==> config.mk <==
export PLATFORM = sky130hd
export DESIGN_NAME = cascade_mem_top
export DESIGN_NICKNAME = d
export VERILOG_FILES = /design/src/rtl/cmem_pkg.sv /design/src/rtl/cmem_decode.sv /design/src/rtl/cmem_bank.sv /design/src/rtl/cmem_stage.sv /design/src/rtl/cascade_mem_top.sv
export SDC_FILE = /design/constraint.sdc
export NUM_CORES = 1
export LEC_CHECK = 0
export BUFFER_PORTS_ARGS = -buffer_cell sky130_fd_sc_hd__clkbuf_2
export CAP_MARGIN = 10
export CORE_MARGIN = 3
export CORE_UTILIZATION = 45
export CTS_CLUSTER_DIAMETER = 50
export DETAILED_ROUTE_END_ITERATION = 10
export GPL_TIMING_DRIVEN = 0
export HOLD_SLACK_MARGIN = 0.08
export SLEW_MARGIN = 20
export SYNTH_ARGS = -nofsm -noshare
export SYNTH_HDL_FRONTEND = slang
export SYNTH_SLANG_ARGS = --single-unit
export TNS_END_PERCENT = 20
==> constraint.sdc <==
create_clock -name clk -period 3.05 [get_ports clk]
set_clock_uncertainty 0.15 [all_clocks]
set_input_delay 0.61 -clock clk [delete_from_list [all_inputs] [get_ports clk]]
set_output_delay 0.61 -clock clk [all_outputs]
set_load 0.01 [all_outputs]
==> src/rtl/cmem_pkg.sv <==
// Package: shared helpers for the cascaded memory.
// Assumes the pipeline mask is at most 8 bits wide (up to 8 banks).
package cmem_pkg;

    // Counts the pipelined stages strictly below a given stage.
    function automatic int pipes_below(input logic [7:0] mask, input int stage);
        int n;
        n = 0;
        for (int i = 0; i < 8; i++) begin
            if (i < stage && mask[i]) n++;
        end
        return n;
    endfunction

    // Counts the pipelined stages in a chain of the given length.
    function automatic int pipes_total(input logic [7:0] mask, input int banks);
        return pipes_below(mask, banks);
    endfunction

endpackage

==> src/rtl/cmem_decode.sv <==
// Module: bank-select decoder.
// Turns the upper address bits into a one-hot enable and gates it with the
// access request. Assumes NUM_BANKS is a power of two, so every select
// value names a real bank.
module cmem_decode #(
    parameter int NUM_BANKS = 4,
    localparam int SW = $clog2(NUM_BANKS)
) (
    input  logic                 en_i,
    input  logic [SW-1:0]        sel_i,
    output logic [NUM_BANKS-1:0] bank_en_o
);

    // Purpose: set exactly one enable bit per access, none when idle.
    always_comb begin
        bank_en_o = '0;
        if (en_i) bank_en_o[sel_i] = 1'b1;
    end

endmodule

==> src/rtl/cmem_bank.sv <==
// Module: one RAM bank with a registered, read-first port.
// Storage is not reset. The read register and hit flag are reset. When the
// bank is not enabled, its read register holds, so the bank does not toggle.
module cmem_bank #(
    parameter int DEPTH  = 16,
    parameter int DATA_W = 16,
    localparam int DAW   = $clog2(DEPTH)
) (
    input  logic              clk,
    input  logic              rst_n,
    input  logic              en_i,
    input  logic              we_i,
    input  logic [DAW-1:0]    addr_i,
    input  logic [DATA_W-1:0] wdata_i,
    output logic [DATA_W-1:0] rdata_o,
    output logic              hit_o
);

    logic [DATA_W-1:0] mem [DEPTH];

    // Purpose: write the addressed word when this bank is enabled for a write.
    always_ff @(posedge clk) begin
        if (en_i && we_i) mem[addr_i] <= wdata_i;
    end

    // Purpose: read-first capture of the old word and the hit flag.
    always_ff @(posedge clk) begin
        if (!rst_n) begin
            rdata_o <= '0;
            hit_o   <= 1'b0;
        end else begin
            hit_o <= en_i;
            if (en_i) rdata_o <= mem[addr_i];
        end
    end

    // A bank left idle keeps its read register.
    assert_idle_hold_R6: assert property (@(posedge clk) disable iff (!rst_n)
        !en_i |=> $stable(rdata_o));

endmodule

==> src/rtl/cmem_stage.sv <==
// Module: one cascade stage.
// It delays the bank's own word and hit by ALIGN cycles, the number of
// pipeline registers below this stage, so that the word lines up with the
// cascade input. It then picks own data over cascade data and, if PIPE is
// set, registers the result. It assumes at most one of the two inputs hits
// in any cycle.
module cmem_stage #(
    parameter int DATA_W = 16,
    parameter int ALIGN  = 0,
    parameter bit PIPE   = 1'b0
) (
    input  logic              clk,
    input  logic              rst_n,
    input  logic              own_hit_i,
    input  logic [DATA_W-1:0] own_data_i,
    input  logic              casc_hit_i,
    input  logic [DATA_W-1:0] casc_data_i,
    output logic              out_hit_o,
    output logic [DATA_W-1:0] out_data_o
);

    logic [DATA_W-1:0] al_d [ALIGN+1];
    logic              al_h [ALIGN+1];
    logic [DATA_W-1:0] mux_d;
    logic              mux_h;

    assign al_d[0] = own_data_i;
    assign al_h[0] = own_hit_i;

    genvar j;
    generate
        for (j = 0; j < ALIGN; j++) begin : g_align
            // Purpose: one alignment register for the bank's own word.
            always_ff @(posedge clk) begin
                if (!rst_n) begin
                    al_d[j+1] <= '0;
                    al_h[j+1] <= 1'b0;
                end else begin
                    al_d[j+1] <= al_d[j];
                    al_h[j+1] <= al_h[j];
                end
            end
        end
    endgenerate

    // Purpose: the cascade multiplexer, own word first.
    always_comb begin
        mux_d = al_h[ALIGN] ? al_d[ALIGN] : casc_data_i;
        mux_h = al_h[ALIGN] | casc_hit_i;
    end

    generate
        if (PIPE) begin : g_pipe
            // Purpose: optional pipeline register on the cascade path.
            always_ff @(posedge clk) begin
                if (!rst_n) begin
                    out_data_o <= '0;
                    out_hit_o  <= 1'b0;
                end else begin
                    out_data_o <= mux_d;
                    out_hit_o  <= mux_h;
                end
            end
        end else begin : g_comb
            assign out_data_o = mux_d;
            assign out_hit_o  = mux_h;
        end
    endgenerate

    // Tokens from two banks never meet at one stage (keeps order, R5).
    assert_no_collision_R5: assert property (@(posedge clk) disable iff (!rst_n)
        !(al_h[ALIGN] && casc_hit_i));

endmodule

==> src/rtl/cascade_mem_top.sv <==
// Module: cascaded low-power memory, top level.
// It splits the address, decodes one bank enable per access and sends the
// common inputs to every bank. Read data climbs the stage chain from bank 0
// to the top. A shift register of the fixed latency drives rd_valid.
// Assumes NUM_BANKS is a power of two from 2 to 8, BANK_DEPTH is a power of
// two of at least 2, and PIPE_MASK bits above NUM_BANKS-1 are ignored.
module cascade_mem_top #(
    parameter int         NUM_BANKS  = 4,
    parameter int         BANK_DEPTH = 16,
    parameter int         DATA_W     = 16,
    parameter logic [7:0] PIPE_MASK  = 8'h05,
    localparam int DAW = $clog2(BANK_DEPTH),
    localparam int SW  = $clog2(NUM_BANKS),
    localparam int AW  = DAW + SW,
    localparam int LAT = 1 + cmem_pkg::pipes_total(PIPE_MASK, NUM_BANKS)
) (
    input  logic                 clk,
    input  logic                 rst_n,
    input  logic                 acc_en,
    input  logic                 acc_we,
    input  logic [AW-1:0]        acc_addr,
    input  logic [DATA_W-1:0]    acc_wdata,
    output logic [DATA_W-1:0]    rd_data,
    output logic                 rd_valid,
    output logic [NUM_BANKS-1:0] bank_en
);

    logic [DATA_W-1:0] bank_q   [NUM_BANKS];
    logic              bank_hit [NUM_BANKS];
    logic [DATA_W-1:0] ch_data  [NUM_BANKS+1];
    logic              ch_hit   [NUM_BANKS+1];
    logic [LAT-1:0]    vshift;

    cmem_decode #(.NUM_BANKS(NUM_BANKS)) u_dec (
        .en_i      (acc_en),
        .sel_i     (acc_addr[AW-1:DAW]),
        .bank_en_o (bank_en)
    );

    assign ch_data[0] = '0;
    assign ch_hit[0]  = 1'b0;

    genvar b;
    generate
        for (b = 0; b < NUM_BANKS; b++) begin : g_bank
            localparam int ALIGN_B = cmem_pkg::pipes_below(PIPE_MASK, b);

            cmem_bank #(.DEPTH(BANK_DEPTH), .DATA_W(DATA_W)) u_bank (
                .clk     (clk),
                .rst_n   (rst_n),
                .en_i    (bank_en[b]),
                .we_i    (acc_we),
                .addr_i  (acc_addr[DAW-1:0]),
                .wdata_i (acc_wdata),
                .rdata_o (bank_q[b]),
                .hit_o   (bank_hit[b])
            );

            cmem_stage #(.DATA_W(DATA_W), .ALIGN(ALIGN_B), .PIPE(PIPE_MASK[b])) u_stage (
                .clk         (clk),
                .rst_n       (rst_n),
                .own_hit_i   (bank_hit[b]),
                .own_data_i  (bank_q[b]),
                .casc_hit_i  (ch_hit[b]),
                .casc_data_i (ch_data[b]),
                .out_hit_o   (ch_hit[b+1]),
                .out_data_o  (ch_data[b+1])
            );
        end
    endgenerate

    // Purpose: latency bookkeeping; one bit per accepted access.
    always_ff @(posedge clk) begin
        if (!rst_n) vshift <= '0;
        else        vshift <= (vshift << 1) | LAT'(acc_en);
    end

    assign rd_valid = vshift[LAT-1];
    assign rd_data  = ch_data[NUM_BANKS];

    // One bank enabled per access.
    assert_one_bank_R1: assert property (@(posedge clk) disable iff (!rst_n)
        acc_en |-> ($countones(bank_en) == 1));
    // No bank enabled when idle.
    assert_idle_banks_R1: assert property (@(posedge clk) disable iff (!rst_n)
        !acc_en |-> (bank_en == '0));
    // Latency counter and cascade hit agree.
    assert_valid_matches_chain_R5: assert property (@(posedge clk) disable iff (!rst_n)
        rd_valid == ch_hit[NUM_BANKS]);
    // Nothing valid in the cycle right after reset.
    assert_reset_quiet_R7: assert property (@(posedge clk)
        !rst_n |=> !rd_valid);

endmodule

# After elaboration in Yosys (flattened, before gate mapping)
# Memory sizes are Yosys's and may differ from the RTL's. A register that Yosys moved wholly into a read port is not among the register bits.
# Cells that the tools add are included.
[word_totals]
latch_bits = 0
register_bits = 107
out_inout_bits = 21
mem_bits_rw = 1024
wordCells = 46
n_memories = 4
mem_bits_ro = 0
[classes]
bitwise_logic = 1
n_reduce_logical = 10
n_addsub = 0
n_mul = 0
n_shift = 0
muxes = 14
eq_ne = 0
div = 0
n_lt_le_gt_ge = 2
[memory_table]
columns = ["memory", "depth", "word_bits", "rd", "rd_ports_with_merged_regs", "write_ports", "line_no", "rtl"]
rows = [
  ["g_bank[0].u_bank.mem", 16, 16, 1, 1, 1, "cmem_bank.sv:19", "logic [DATA_W-1:0] mem [DEPTH];"],
  ["g_bank[1].u_bank.mem", 16, 16, 1, 1, 1, "cmem_bank.sv:19", ""],
  ["g_bank[2].u_bank.mem", 16, 16, 1, 1, 1, "cmem_bank.sv:19", ""],
  ["g_bank[3].u_bank.mem", 16, 16, 1, 1, 1, "cmem_bank.sv:19", ""],
]
[op_table]
columns = ["operator", "n"]
rows = [
  ["$mux W16", 3],
  ["$mux W1", 9],
  ["$logic_and A1 B1 Y1", 5],
  ["$logic_not A1 Y1", 4],
  ["$mux W4", 1],
  ["$lt A2 B3 Y1 const B", 1],
  ["$or A3 B1 Y3", 1],
  ["$demux W1 S2", 1],
  ["$ge A2 B1 Y1 const B", 1],
  ["$reduce_and A2 Y1", 1],
]

# Longest topological paths before layout
[depth]
depth_word = 8
mapped_depth = 8

# Hierarchy
# From an unflattened synthesis, not the netlist that was laid out.
[hier_totals]
hier_cells = 2617
area_unflattened_um2 = 45683.8
[by_module_without_submodules]
columns = ["module", "cells_each", "area_per_inst_um2", "seq_area_each_um2", "n_inst"]
rows = [
  ["cmem_bank", 580, 10491.3, 8027.7, 4],
  ["cmem_stage at g_bank[3].u_stage", 90, 1156.1, 680.7, 1],
  ["cmem_stage at g_bank[2].u_stage", 89, 1097.3, 680.7, 1],
  ["cmem_stage at g_bank[1].u_stage", 54, 701.9, 340.3, 1],
  ["cmem_stage at g_bank[0].u_stage", 53, 643.1, 340.3, 1],
  ["cascade_mem_top", 7, 82.6, 60.1, 1],
  ["cmem_decode", 4, 37.5, 0.0, 1],
]

# Worst setup path after synthesis
# OpenSTA, ideal clock, no wires.
[synth_timing]
path_type = "input-to-reg"
start = "in acc_addr[2]"
end = "mem g_bank[0].u_bank.mem[13][0], enable pin"
required_ps = 2491
t_arrival_ps = 2619
n_path_buf = 4
stages = 6
slack_ps = -128
setup_time_ps = 409
path_cell_list = "buf_6 buf_4 buf_2 buf_2 nand2_1 nor3_1"
[synth_rtl]
columns = ["element", "line_no", "rtl"]
rows = [
  ["from (decl)", "cascade_mem_top.sv:21", "input logic [AW-1:0] acc_addr,"],
  ["to (decl)", "cmem_bank.sv:19", ""],
]
# Straight into the memory's write port.

# Final worst setup path
[layout_timing]
start = "in acc_addr[3]"
end = "mem g_bank[1].u_bank.mem[12][2], enable pin"
[layout_rtl]
columns = ["element", "line_no"]
rows = [
  ["to (decl)", "cmem_bank.sv:19"],
]
# Straight into the memory's write port.

==> impl_table.tex <==
\begin{tabular}{lr}
\hline
Metric & Value \\
\hline
\multicolumn{2}{l}{\textbf{Floorplanning}} \\
Area of the die & 103000 µm² \\
Effective utilization at floorplan & 0.458 \\
Ports & 47 \\
Number of rows in the core area & 114 \\
Horizontal die dimension & 321 µm \\
Core outline area & 97600 µm² \\
Die Y-Extent & 321 µm \\
\multicolumn{2}{l}{\textbf{Synthesis}} \\
Dominant cells by area after synthesis & edfxtp\_1 69\%, mux4\_2 8.3\%, dfxtp\_1 7.7\%, mux2i\_1 4.4\%, and2\_1 1.3\% \\
Number of synthesized register bits & 1195 \\
Number of different library cells in the post-synthesis netlist & 40 \\
Number of flops mapped to enable cells by yosys & 1024 \\
Net Count, Synth & 2379 \\
Most used flip-flop cell after synthesis & edfxtp\_1 \\
Proportion of register bits with asynchronous set or reset after synthesis & 0 \\
Mapped Avg Cell Area & 19.0 µm² \\
Post-synthesis sequential area ratio & 0.766 \\
Number of instances in the synthesized netlist & 2353 \\
Synth Cell Area & 44600 µm² \\
Leading area contributor after synthesis & edfxtp\_1 \\
Synth Warn \# & 0 \\
Cell with the most instances after synthesis & edfxtp\_1 \\
Area fraction of the dominant cell type after synthesis & 0.689 \\
Leading post-synthesis cells by instance count & 1024 x edfxtp\_1, 196 x mux2i\_1, 171 x dfxtp\_1 \\
\multicolumn{2}{l}{\textbf{Finish}} \\
Final core area utilization & 0.533 \\
Number of fill cells in the layout & 7550 \\
Post-layout instance area & 52000 µm² \\
Register area & 34200 µm² \\
Fraction of layout instances using a drive strength above 1 & 0.255 \\
Multi-input gate area & 9680 µm² \\
Number of nets in the final layout & 2630 \\
Layout overhead on the synthesized area & 16.5\% \\
\multicolumn{2}{l}{\textbf{Power}} \\
Static leakage & 17.4 nW \\
Power per cell area & 668 nW/µm² \\
Reported net switching power & 7.31 mW \\
Worst vdd ir & 0.000522 V \\
Total internal power & 27.4 mW \\
Net Sw Frac & 0.210 \\
Clock share of power & 0.439 \\
Combinational share of power & 0.046 \\
Part of the power in registers & 0.515 \\
\multicolumn{2}{l}{\textbf{STA}} \\
Final Cycle Share & 1.04 \\
Setup TNS & -2330 ps \\
Total count of max-transition violations in the final report & 0 \\
RSZ-0062 raised after global routing & true \\
Final setup viols & 47 \\
Min setup slack post-route & -109 ps \\
Worst relative slew slack & 0.267 \\
Final Hold Vio Count & 0 \\
Upper clock frequency limit & 0.317 GHz \\
Transition time at the pin with the least slew margin & 1100 ps \\
Crit path time final & 3160 ps \\
\multicolumn{2}{l}{\textbf{Drt}} \\
Number of iterations in the first detailed-routing pass & 5 \\
Iteration-0 DRC count of the detailed router & 2780 \\
Detail Route Antenna Nets & 0 \\
\# DRC & 0 \\
Total routed wirelength & 117000 µm \\
Average via count per standard cell & 5.84 \\
Via Count & 23300 \\
WL/cell & 29.3 µm \\
\multicolumn{2}{l}{\textbf{CTS}} \\
Reg clk slew, reported paths & 60 ps \\
Clock root buffer & clkbuf\_16 \\
TritonCTS clock tree & yes \\
Sinks on the clock net & 1195 \\
Total CTS buffers & 121 \\
Maximum clock insertion buffer count & 3 \\
Clock latency on the worst-skew pair & 710 ps \\
H-Tree Level Count & 3 \\
\multicolumn{2}{l}{\textbf{GRT}} \\
Largest net degree at the start of global routing & 65 \\
Via count of the first global-routing pass & 23321 \\
Total track usage & 0.227 \\
Overflow left after global routing & 0 \\
Number of antenna violations at the first check in global routing & 1 \\
First-pass GRT wire length & 167000 µm \\
\multicolumn{2}{l}{\textbf{Worst setup path}} \\
Reg2Reg Setup Slack & 1100 ps \\
Critical R2R Launch & g\_bank[1].u\_stage.al\_h[0] \\
CP required & 3320 ps \\
Start-to-end type of the worst setup path & in2reg \\
Worst Reg-to-Reg Cells & 5 \\
Capturing element type of the critical path & flop \\
Startpoint kind of the worst setup timing path & input port \\
Reg-to-Reg End & g\_bank[2].u\_stage.out\_data\_o[13] \\
CP Data Arrival Time & 3430 ps \\
Biggest fanout along the worst timing path & 10 \\
\multicolumn{2}{l}{\textbf{Place}} \\
Post-Place Cell Area & 47800 µm² \\
Number of buffer cells added on primary ports & 44 \\
Post-placement worst setup slack & -851 ps \\
GPL Wtd Cong & 0.943 \\
HPWL reported at the end of detailed placement & 80200 µm \\
\multicolumn{2}{l}{\textbf{Hold path}} \\
End of the worst hold path & g\_bank[0].u\_bank.mem[13][11] \\
Launch instance of the worst min-delay path & acc\_wdata[11] \\
Min-Delay Path Depth & 1 \\
Kind of path behind the tightest hold check & in2reg \\
\multicolumn{2}{l}{\textbf{Job}} \\
Max-cap violations & 0 \\
\multicolumn{2}{l}{\textbf{Outcome}} \\
Result of the run & finished, violations left \\
Violations in the final reports & negative setup slack \\
\hline
\end{tabular}
[final cells by class]
| class | instances | area share |
|---|---|---|
| antenna | 2 | 0.0000962 |
| buffer | 159 | 0.0204 |
| clock buffer | 177 | 0.0700 |
| clock inverter | 52 | 0.0109 |
| inverter | 2 | 0.000144 |
| multi-input combinational | 996 | 0.186 |
| sequential | 1195 | 0.657 |
| tap | 1276 | 0.0307 |
| timing repair buffer | 129 | 0.0245 |
[metrics by stage]
step,power (mW),instances,hold WS [ps]
after global routing,35.7,3986,106
after global placement,19.7,3673,266
after CTS,35.0,3986,88.8
after floorplan,19.0,2353,262
final,34.8,3988,129
after detailed placement,19.8,3757,269
[logic make-up (layout without fill, tap and decap cells)]
| group | Yosys count | after routing | synth area share |
|---|---|---|---|
| buf+inv | 162 | 519 | 0.0237 |
| mux | 380 | 380 | 0.132 |
| simple gates | 348 | 348 | 0.0378 |
| flops | 1195 | 1195 | 0.766 |
| other cells | 0 | 2 | 0 |
| compound gates | 268 | 268 | 0.0412 |
[sequential cells by signal, indices dropped and copies added (netlist names)]
signal                     cells
g_bank.u_bank.mem           1024
g_bank.u_bank.rdata_o         64
g_bank.u_stage.al_d           64
g_bank.u_stage.out_data_o     32
g_bank.u_bank.hit_o            4
g_bank.u_stage.al_h            4
vshift                         3
[critical path, stage by stage]
cell	delay, ps
clkbuf_2	170
buf_4	250
and2_1	150
buf_2	250
clkbuf_1	590
nand2_1	510
nor2_2	640
buf_6	240
[worst max path at each step]
stage                     cells past startpoint  slack (ps)                           end   startpoint
after CTS                                     8           2   g_bank[0].u_bank.mem[13][8]  acc_addr[2]
after floorplan                               6        -130   g_bank[0].u_bank.mem[13][0]  acc_addr[2]
after global placement                        7       -2110  g_bank[2].u_bank.mem[14][13]  acc_addr[2]
after detailed placement                      7        -850   g_bank[1].u_bank.mem[8][14]  acc_addr[3]
final                                         8        -110   g_bank[1].u_bank.mem[12][2]  acc_addr[3]
after global routing                          8         -60   g_bank[2].u_bank.mem[12][5]  acc_addr[3]
[power by group through the flow]
stage               clock (mW)  sequential [mW]  combinational, mW
floorplan                    0             18.2              0.807
global placement             0             18.3               1.49
detailed placement           0             18.2               1.59
CTS                       15.5             17.9               1.60
global route              16.1             17.9               1.68
finish                    15.3             17.9               1.59
[cells in the final DEF (no fill, tap or decap), types with 69 or more instances in the layout]
cell type | Yosys | layout
and2_1 | 91 | 91
buf_4 | 35 | 70
clkbuf_1 | 47 | 69
clkbuf_16 | 0 | 129
dfxtp_1 | 171 | 171
edfxtp_1 | 1024 | 1024
mux2i_1 | 196 | 196
mux4_2 | 164 | 164
nand2_1 | 75 | 75
nor2_1 | 114 | 70
[layer usage]
metal | wire length [µm] | track usage | share of wire | vias up
met5 | 0 | 0 | 0 | -
met4 | 4120 | 0.0739 | 0.035 | 0
met3 | 9290 | 0.0428 | 0.080 | 207
met2 | 54500 | 0.357 | 0.47 | 1018
met1 | 48900 | 0.324 | 0.42 | 12165
li1 | - | - | - | 9910
[repair_timing]
item | 4_1_cts | 5_1_grt
endpoints found under the hold margin | 1 | 0
buffers inserted | 0 | 0
resized for setup | 6 | 2
setup endpoints to repair | 55 | 54
hold buffers | 1 | 0
No activity file was read; power rests on OpenSTA's default activity.
